## config.mk

```make
export PLATFORM = sky130hd
export DESIGN_NAME = dcas_cycle_fsm
export DESIGN_NICKNAME = d
export VERILOG_FILES = /design/src/rtl/dcas_pkg.sv /design/src/rtl/dcas_cycle_fsm.sv
export SDC_FILE = /design/constraint.sdc
export NUM_CORES = 1
export LEC_CHECK = 0
export BUFFER_PORTS_ARGS = -buffer_cell sky130_fd_sc_hd__buf_2
export CAP_MARGIN = 20
export CORE_MARGIN = 2
export CORE_UTILIZATION = 51
export CTS_CLUSTER_SIZE = 40
export DETAILED_ROUTE_END_ITERATION = 7
export GPL_TIMING_DRIVEN = 0
export PLACE_DENSITY = 0.89
export RECOVER_POWER = 50
export SYNTH_ARGS = -nofsm -noshare
export SYNTH_HDL_FRONTEND = slang
export SYNTH_SLANG_ARGS = --single-unit
```

## constraint.sdc

```tcl
create_clock -name clk -period 4.2 [get_ports clk]
set_clock_uncertainty 0.1 [all_clocks]
set_input_delay 0.63 -clock clk [delete_from_list [all_inputs] [get_ports clk]]
set_output_delay 0.63 -clock clk [all_outputs]
set_load 0.02 [all_outputs]
```

## src/rtl/dcas_pkg.sv

```systemverilog
package dcas_pkg;

  typedef enum logic [2:0] {
    CYC_STANDBY = 3'd0,
    CYC_READ    = 3'd1,
    CYC_EWRITE  = 3'd2,
    CYC_RWRITE  = 3'd3,
    CYC_RASONLY = 3'd4,
    CYC_CBR     = 3'd5,
    CYC_HIDDEN  = 3'd6
  } cyc_e;

  typedef enum logic [2:0] {
    M_IDLE    = 3'd0,
    M_ROW     = 3'd1,
    M_ACCESS  = 3'd2,
    M_HOLD    = 3'd3,
    M_REF_CBR = 3'd4,
    M_REF_HID = 3'd5
  } mode_e;

  // linear word index of a row/column pair
  function automatic int unsigned word_at(input int unsigned row, input int unsigned col,
                                          input int unsigned col_w);
    return (row << col_w) | col;
  endfunction

  // internal column strobe is active when any lane strobe is low
  function automatic logic strobe_active(input logic [1:0] lane_n);
    return ~&lane_n;
  endfunction

endpackage

```

## src/rtl/dcas_cycle_fsm.sv

```systemverilog
module dcas_cycle_fsm
  import dcas_pkg::*;
#(
  parameter int unsigned ROW_W = 3,
  parameter int unsigned COL_W = 3,
  localparam int unsigned ADDR_W = (ROW_W > COL_W) ? ROW_W : COL_W,
  localparam int unsigned IW = ROW_W + COL_W
) (
  input  logic              clk,
  input  logic              rst_n,
  input  logic              ras_fall,
  input  logic              ras_rise,
  input  logic              cas_fall,
  input  logic              cas_rise,
  input  logic              we_fall,
  input  logic              cas_act,
  input  logic              ras_n,
  input  logic              we_n,
  input  logic              oe_n,
  input  logic [1:0]        lane_n,
  input  logic [ADDR_W-1:0] addr,
  output logic [1:0]        wr_lanes,
  output logic [IW-1:0]     wr_idx,
  output logic              rd_en,
  output logic [IW-1:0]     rd_idx,
  output logic [1:0]        dq_oe,
  output logic              cyc_valid,
  output logic [2:0]        cyc_type
);
  mode_e mode_q, mode_n;
  logic [ROW_W-1:0] row_q;
  logic [COL_W-1:0] col_q;
  logic acc_q, acc_n, rdk_q, rdk_n, drv_q, drv_n;
  logic row_ld, col_ld, rep;
  cyc_e rep_t;

  wire [ROW_W-1:0] row_pins = addr[ROW_W-1:0];
  wire [COL_W-1:0] col_pins = addr[COL_W-1:0];
  wire [IW-1:0] idx_pins  = IW'(word_at(32'(row_q), 32'(col_pins), COL_W));
  wire [IW-1:0] idx_latch = IW'(word_at(32'(row_q), 32'(col_q), COL_W));

  always_comb begin
    mode_n = mode_q; acc_n = acc_q; rdk_n = rdk_q; drv_n = drv_q;
    row_ld = 1'b0; col_ld = 1'b0; rep = 1'b0; rep_t = CYC_STANDBY;
    rd_en = 1'b0; wr_lanes = 2'b00; wr_idx = idx_latch; rd_idx = idx_pins;
    unique case (mode_q)
      M_IDLE: if (ras_fall) begin
        if (cas_act) begin
          mode_n = M_REF_CBR; rep = 1'b1; rep_t = CYC_CBR; drv_n = 1'b0;
        end else begin
          mode_n = M_ROW; row_ld = 1'b1; acc_n = 1'b0;
        end
      end
      M_ROW: if (ras_rise) begin
        mode_n = M_IDLE;
        if (!acc_q) begin rep = 1'b1; rep_t = CYC_RASONLY; end
      end else if (cas_fall) begin
        mode_n = M_ACCESS; col_ld = 1'b1; acc_n = 1'b1; rep = 1'b1;
        if (!we_n) begin
          rep_t = CYC_EWRITE; wr_lanes = ~lane_n; wr_idx = idx_pins; rdk_n = 1'b0;
        end else begin
          rep_t = CYC_READ; rd_en = 1'b1; drv_n = 1'b1; rdk_n = 1'b1;
        end
      end
      M_ACCESS: if (cas_rise) begin
        mode_n = ras_n ? M_IDLE : M_ROW;
      end else if (ras_rise) begin
        mode_n = M_HOLD;
      end else if (we_fall && rdk_q) begin
        rep = 1'b1; rep_t = CYC_RWRITE; wr_lanes = ~lane_n; drv_n = 1'b0; rdk_n = 1'b0;
      end
      M_HOLD: if (cas_rise) begin
        mode_n = M_IDLE;
      end else if (ras_fall) begin
        mode_n = M_REF_HID; rep = 1'b1; rep_t = CYC_HIDDEN;
      end
      M_REF_CBR: if (ras_rise) mode_n = M_IDLE;
      M_REF_HID: if (ras_rise) mode_n = cas_act ? M_HOLD : M_IDLE;
      default: mode_n = M_IDLE;
    endcase
    if (cas_rise) drv_n = 1'b0;
  end

  always_ff @(posedge clk) begin
    if (!rst_n) begin
      mode_q <= M_IDLE; row_q <= '0; col_q <= '0;
      acc_q <= 1'b0; rdk_q <= 1'b0; drv_q <= 1'b0;
      dq_oe <= 2'b00; cyc_valid <= 1'b0; cyc_type <= 3'd0;
    end else begin
      mode_q <= mode_n; acc_q <= acc_n; rdk_q <= rdk_n; drv_q <= drv_n;
      if (row_ld) row_q <= row_pins;
      if (col_ld) col_q <= col_pins;
      dq_oe     <= {2{drv_n & ~oe_n}} & ~lane_n;
      cyc_valid <= rep;
      cyc_type  <= rep_t;
    end
  end
endmodule

```

=== Yosys cells after proc, flatten, opt, wreduce, memory -nomap -nowiden ===
Index checks and enable logic that the tools add are counted.

* Output and inout port bits: 21
* Register bits: 18
* Bits in read-only memories: 0
* Bits in latches: 0
* Memory bits (writable): 0
* Memories kept: 0

* Bitwise operators: 6
* Shifts and indexed selects: 0
* Equality and inequality tests: 17
* Add/subtract/negate cells: 0
* Magnitude comparators: 0
* Multiply operators: 0
* Divide/modulo/power cells: 0
* Mux-type cells: 76
* Reduce and logical (&&, ||, !) cells: 7

{| class="wikitable"
|+ Operator list
! operator !! count
|-
| $mux W3 || 16
|-
| $mux W1 || 37
|-
| $mux W2 || 12
|-
| $mux W6 || 4
|-
| $ne A2 B2 Y1 const B || 9
|-
| $pmux W3 S6 || 1
|-
| $or A6 B3 Y6 || 2
|-
| $pmux W3 S4 || 1
|-
| $reduce_and A6 Y1 || 2
|-
| $ne A3 B3 Y1 const B || 3
|-
| $eq A3 B2 Y1 const B || 2
|-
| $eq A3 B3 Y1 const B || 2
|-
| $reduce_and A5 Y1 || 1
|-
| $pmux W1 S2 || 2
|-
| $pmux W1 S4 || 1
|-
| $pmux W2 S2 || 1
|-
| $reduce_bool A2 Y1 || 2
|-
| $eq A3 B1 Y1 const B || 1
|-
| $logic_not A3 Y1 || 1
|-
| $pmux W1 S3 || 1
|-
| $and A2 B2 Y2 || 1
|-
| $not A2 Y2 || 1
|-
| $and A1 B1 Y1 || 1
|-
| $logic_and A1 B1 Y1 || 1
|-
| $not A1 Y1 || 1
|}

=== Logic depth before layout (Yosys ltp) ===
Gate-level depths: netlist (run 1).

* Word-level depth: 7
* Mapped depth: 6
* Depth with buffers taken out: 4

=== Least setup slack after synthesis (run 1) ===
OpenSTA, ideal clock, no wires.

* Kind: in2out
* Start: in ras_rise
* End: out wr_lanes[0]
* Arrival time: 1.477 ns
* Buffers on the path: 0
* Path slack: 1.993 ns
* Stages: 4
* Cell sequence: nor2_1 nand4_1 and2_1 nor2_1

* Cells in the longest elaborated chain, start to end: 3
* Elaborated cells between the ends (all ways): 4
* Those cells by class: 4 x mux

{| class="wikitable"
|+ Ends and longest elaborated chain
! element !! line !! RTL
|-
| from (decl) || dcas_cycle_fsm.sv:12 || <nowiki>input logic ras_rise,</nowiki>
|-
| $mux W2 || dcas_cycle_fsm.sv:67 || <nowiki>end else if (ras_rise) begin</nowiki>
|-
| $mux W2 || dcas_cycle_fsm.sv:65 || <nowiki>M_ACCESS: if (cas_rise) begin</nowiki>
|-
| $pmux W2 S2 * || dcas_cycle_fsm.sv:46 || <nowiki>unique case (mode_q)</nowiki>
|-
| to (decl) || dcas_cycle_fsm.sv:22 || <nowiki>output logic [1:0] wr_lanes,</nowiki>
|}

Every way passes the cells marked *; elsewhere a longest branch is shown, timed or not.

=== Worst setup path in the final report (run 1) ===
* Start: reg mode_q[0]
* End: out wr_idx[2]

* Cells in the longest elaborated chain, start to end: 2

{| class="wikitable"
|+ Ends and longest elaborated chain
! element !! line !! RTL
|-
| from (decl) || dcas_cycle_fsm.sv:30 || <nowiki>mode_e mode_q, mode_n;</nowiki>
|-
| from (signal assigned) || dcas_cycle_fsm.sv:90 || <nowiki>mode_q <= mode_n; acc_q <= acc_n; rdk_q <= rdk_n; drv_q <= drv_n;</nowiki>
|-
| $eq A3 B1 Y1 || dcas_cycle_fsm.sv:46 ||
|-
| $mux W6 || dcas_cycle_fsm.sv:46 ||
|-
| to (decl) || dcas_cycle_fsm.sv:23 || <nowiki>output logic [IW-1:0] wr_idx,</nowiki>
|}

Every way passes these cells.

==> results of run 1 <==
## kinds of logic (layout without fill, tap and decap cells)
kind of cell    count (synthesis)  after routing  share of synthesized area [%]
compound gates                 24             24                           16.0
buf+inv                        16             56                           10.3
mux                            11             11                           10.8
simple gates                   51             51                           28.6
flops                          18             18                           34.2
## power by group through the flow
stage          clock, mW  combinational [mW]  sequential [mW]
3_5_place_dp           0               0.110            0.188
4_1_cts            0.110               0.111            0.184
6_report           0.109               0.105            0.184
5_1_grt            0.121               0.113            0.185
2_1_floorplan          0              0.0703            0.193
3_3_place_gp           0               0.105            0.188
## routing by layer
metal	up-vias	wire [um]	GRT usage (%)
li1	504	-	-
met1	488	1090	25.1
met2	65	1290	41.9
met3	21	182	3.64
met4	0	140	17.1
met5	-	0	0
## registers in the layout (all words and copies together) (netlist names)
signal / count
drv_q: 1
row_q: 3
mode_q: 3
rdk_q: 1
dq_oe: 2
cyc_valid: 1
acc_q: 1
cyc_type: 3
col_q: 3
## cell usage in the layout, fill, tap and decap left out, types with 2 or more instances in the layout
cell type and instances:
a21o_1 2, a21oi_1 4, a31oi_1 4, buf_2 30, buf_4 6, buf_6 2
clkbuf_1 10, clkbuf_4 3, dfxtp_1 18, inv_1 3, mux2_1 3, mux2i_1 8
nand2_1 9, nand2b_1 5, nand4_1 3, nor2_1 8, nor2b_1 9, nor3_1 3
o21ai_0 2, o21ai_1 4, or2_1 2, or4_1 3
## worst register-to-register path, stage by stage, from the launching register on
cell and delay [ns]:
dfxtp_1 0.32, clkbuf_1 0.33, clkbuf_1 0.38, nand2_1 0.13, o41ai_2 0.29, o311a_1 0.27, mux2i_1 0.18
## worst paths after layout
kind              from   endpoint  cells after the start
max          mode_q[0]  wr_idx[2]                      5
min              rdk_q      rdk_q                      2
min reg2reg      rdk_q      rdk_q                      2
max reg2reg  mode_q[0]  mode_q[0]                      6
## cell type report
class                           count  area (um^2)  area share [%]
Multi-Input combinational cell     86          566            44.7
Sequential cell                    18          360            28.5
Timing Repair Buffer               36          173            13.6
Buffer                             12         82.6            6.52
Clock buffer                        4         36.3            2.87
Tap cell                           27         33.8            2.67
Inverter                            4         15.0            1.19
## through the flow
step,util (%),cells
after floorplan,-,120
after global placement,64.6,183
after detailed placement,64.6,183
after CTS,66.5,187
after global routing,64.5,187
final,64.5,187
==> out/qor.yml, run 1 <==
critical_path:
  endpoint_kind: "primary output"
  critical_path_arrival_ns: 1.98
  critPathTopFamily: "buffers and inverters"
  worst-path-buf-inv: 2
  worstSetupPathType: "reg2out"
  cpPeakStageDelay_ns: 0.38
  cp_cell_sequence: "clkbuf_1, and2b_1, nand4_1, mux2_1, buf_2"
  start_kind: "register"
  worst_path_max_delay_cell: "mux2_1"
  crit_fanout: 10
  rrSetupSlack_ns: 2.14
  required_ns: 3.47
yosys:
  synth_common_cells: "dfxtp_1 (18), nand2_1 (9), nor2b_1 (9)"
  yosys_register_bits: 18
  synth_async_sr_flop_share_pct: 0
  postSynthCellCount: 120
  synthDistinctLibCells: 38
  ys.flop_type: "dfxtp_1"
  post-synth-top-count-cell: "dfxtp_1"
  yosys-top-cells-area: "dfxtp_1 (34%), mux2i_1 (7.6%), nor2b_1 (5.3%)"
  ys_seq_area_share_pct: 34.2
  synth_area_leader_cell: "dfxtp_1"
  yosysWarnings: 0
  syn_nets: 136
  netlist.area_leader.share_pct: 34.2
  netlist_area_um2: 1050
  synth-edff-count: 0
  syn_area_per_cell_um2: 8.78
floorplan:
  die_y_um: 49.5
  num_rows: 16
  core-area_um2: 1960
  design.portCount: 37
  fp.dieArea_um2: 2450
  die_w_um: 49.5
  initial_utilization_pct: 53.7
placed_design:
  gp_congestion: 0.824
  port_buffers: 36
  dp_hpwl_um: 2010
  pre_cts_ws_ns: 1.66
  placed_area_um2: 1270
power_and_ir_drop:
  powerDensity_nw_per_um2: 315
  p_int_uw: 275
  p_leak_nw: 0.579
  power_uw: 398
  combPwrFrac_pct: 26.3
  sw_frac_of_total_pct: 31.0
  ir_drop_uv: 230
  p_seq_share_pct: 46.3
  p_sw_uw: 124
  p_clk_share_pct: 27.5
timing:
  fin_setup_tns_ns: 0
  slew_headroom_pct: 33.8
  tightest_slew_ns: 0.983
  fmax_mhz: 369
  hold_violations: 0
  fin_ws_ns: 1.49
  rsz0062_at_grt: "no"
  fin_crit_sh_pct: 64.6
  hold_ws_ns: 0.378
  setup_viol: 0
  min_period_ns: 2.71
  drv_slew: 0
run:
  max_cap_violations: 0
clock_network:
  cts_made_buffers: 3
  insertion_delay_ns: 0.30
  htree_levels: 1
  clock_sinks: 18
  cts.repair.resized: 0
  cts_tree: "built"
  cts_hold_buf: 0
  cts_root_buf: "clkbuf_4"
  postCtsSetupBuffers: 0
  clk_pin_slew_ns: 0.11
  cts_buffer_depth: 2
detailed_routing:
  vias: 1078
  drtIter0Drc: 37
  vias_per_cell: 5.76
  drtPass1Iterations: 5
  wl_um: 2700
  wl_per_cell_um: 14.4
  antenna_left: 0
  drc_errors: 0
cells_and_area:
  fillCellCount: 179
  final_cell_area_um2: 1270
  layout.nets: 177
  layout-drive-gt1-share_pct: 27.5
  diodes: 0
  areaGrowthSynthToFinish_pct: 20.2
global_route:
  grt_pass1_wl_um: 4420
  antenna_found_initial: 0
  grt_overflow: 0
  grt_start_max_net_pins: 11
  grt_pass1_vias: 1038
  track_usage_pct: 23.6
run_status:
  outcome: "finished, final reports clean"
hold_path:
  hold_path.class: "reg2reg"
(Power assumes the default switching activity.)
==> run 2, diff against run 1 <==
Settings changed: CORE_UTILIZATION 51 to 48, PLACE_DENSITY 0.89 to 0.85.
Clock period 4.2 ns to 2.7 ns, I/O delays scaled along.
==> run 2 against run 1 <==
Net effect: critical path depth did not move; flip-flop and latch count did not move; utilization fell by 1.2 points; largest cell class unchanged.
==> out/qor.yml, run 2 (synthesized netlist as in run 1, its figures left out) <==
run_status:
  outcome: "finished, final reports clean"
floorplan:
  fp.dieArea_um2: 2590  # +5.7%
  die_w_um: 50.9  # +2.8%
  core-area_um2: 2020  # +3.1%
  design.portCount: 37  # unchanged
  die_y_um: 50.9  # +2.8%
  initial_utilization_pct: 52.1  # -1.6 points
  num_rows: 16  # unchanged
detailed_routing:
  drtIter0Drc: 31  # -16%
  wl_um: 2540  # -6.0%
  wl_per_cell_um: 13.6  # -6.0%
  vias_per_cell: 5.62  # -2.5%
  drc_errors: 0  # unchanged
  drtPass1Iterations: 4  # -1
  vias: 1051  # -2.5%
  antenna_left: 0  # unchanged
power_and_ir_drop:
  p_int_uw: 431  # +57%
  p_leak_nw: 0.557  # -3.7%
  p_clk_share_pct: 27.6  # about the same
  p_seq_share_pct: 45.8  # -0.5 points
  ir_drop_uv: 280  # +22%
  power_uw: 627  # +57%
  sw_frac_of_total_pct: 31.2  # +0.18 points
  powerDensity_nw_per_um2: 489  # +55%
  combPwrFrac_pct: 26.6  # +0.3 points
  p_sw_uw: 196  # +58%
cells_and_area:
  final_common_cell: "buf_2"
  multiInputGateArea_um2: 581  # +2.7%
  diodes: 0  # unchanged
  fillCellCount: 172  # -3.9%
  areaGrowthSynthToFinish_pct: 21.6
  seqCellArea_um2: 360  # unchanged
  final_cell_mix: "buf_2 (21), dfxtp_1 (18), clkbuf_1 (17)"
  layout-drive-gt1-share_pct: 23.8  # -3.8 points
  final_cell_area_um2: 1280  # +1.2%
  layout.nets: 177  # unchanged
clock_network:
  cts_buffer_depth: 2  # unchanged
  cts_hold_buf: 0  # unchanged
  clock_sinks: 18  # unchanged
  cts_root_buf: "clkbuf_4"
  cts_tree: "built"
  insertion_delay_ns: 0.30  # about the same
  postCtsSetupBuffers: 0  # unchanged
  cts_made_buffers: 3  # unchanged
  clk_pin_slew_ns: 0.11  # about the same
  htree_levels: 1  # unchanged
  cts.repair.resized: 0  # unchanged
critical_path:
  endpoint_kind: "primary output"
  worst_path_max_delay_cell: "mux2_1"
  crit_fanout: 9  # -1
  rrSetupSlack_ns: 1.03  # -1.11 ns
  required_ns: 2.19  # -1.28 ns
  worstSetupPathType: "reg2out"
  cpPeakStageDelay_ns: 0.39  # about the same
  critical_path_arrival_ns: 1.82  # -0.16 ns
  start_kind: "register"
  cp_cell_sequence: "buf_6, and2b_1, nand4_1, mux2_1, buf_2"
timing:
  setup_viol: 0  # unchanged
  slew_headroom_pct: 71.5  # +38 points
  min_period_ns: 2.32
  drv_slew: 0  # unchanged
  tightest_slew_ns: 0.416  # -0.567 ns
  fin_crit_sh_pct: 86.1
  hold_violations: 0  # unchanged
  fin_setup_tns_ns: 0  # unchanged
  fmax_mhz: 430
  fin_ws_ns: 0.376  # -1.11 ns
  rsz0062_at_grt: "no"
  hold_ws_ns: 0.245  # -0.133 ns
run:
  max_cap_violations: 0  # unchanged
global_route:
  grt_pass1_wl_um: 3920  # -11%
  grt_pass1_vias: 891  # -14%
  track_usage_pct: 19.9  # -3.7 points
  grt_start_max_net_pins: 11  # unchanged
  antenna_found_initial: 0  # unchanged
  grt_overflow: 0  # unchanged
placed_design:
  pre_cts_ws_ns: 0.598  # -1.07 ns
  port_buffers: 36  # unchanged
  dp_hpwl_um: 1890  # -6.2%
  placed_area_um2: 1270  # unchanged
  gp_congestion: 0.840  # +1.9%
hold_path:
  hold_path.class: "in2reg"
==> run 2: power by group through the flow <==
stage	logic, mW	clock network, mW	registers (mW)
after CTS	0.169	0.176	0.286
after global placement	0.165	0	0.292
after floorplan	0.109	0	0.300
final	0.167	0.173	0.287
after detailed placement	0.169	0	0.293
after global routing	0.179	0.186	0.288
==> run 2: final timing paths <==
check              endpoint  cells after the start      start
setup reg to reg  cyc_valid                      5  mode_q[0]
setup / recovery  wr_idx[2]                      5  mode_q[1]
hold reg to reg       rdk_q                      2      rdk_q
hold / removal     dq_oe[0]                      3       oe_n
==> run 2: critical path, delay by kind of cell (launching register included) <==
family                 cells  cell delay [ns]
muxes                      1             0.39
DFF                        1             0.33
and+or+nand+nor            2             0.51
buffers and inverters      2             0.29
==> run 2: area by class of cell <==
cell class | count | area share (%)
well taps | 27 | 2.64
plain buffers | 12 | 7.32
multi-input cells | 86 | 45.3
inverters | 4 | 1.17
flip-flops and latches | 18 | 28.1
repair buffers | 36 | 12.6
clock buffers | 4 | 2.83
==> run 2: per-layer routing <==
| layer | vias up | share of wire (%) | track usage (%) |
|---|---|---|---|
| li1 | 505 | - | - |
| met1 | 478 | 42 | 24.1 |
| met2 | 64 | 48 | 34.9 |
| met3 | 4 | 8.4 | 2.92 |
| met4 | 0 | 1.4 | 8.56 |
| met5 | - | 0 | 0 |
==> run 2: through the flow <==
| stage | instances | util (%) |
|---|---|---|
| after global routing | 187 | 63.4 |
| after detailed placement | 183 | 62.7 |
| after global placement | 183 | 62.7 |
| final | 187 | 63.4 |
| after floorplan | 120 | - |
| after CTS | 187 | 64.5 |
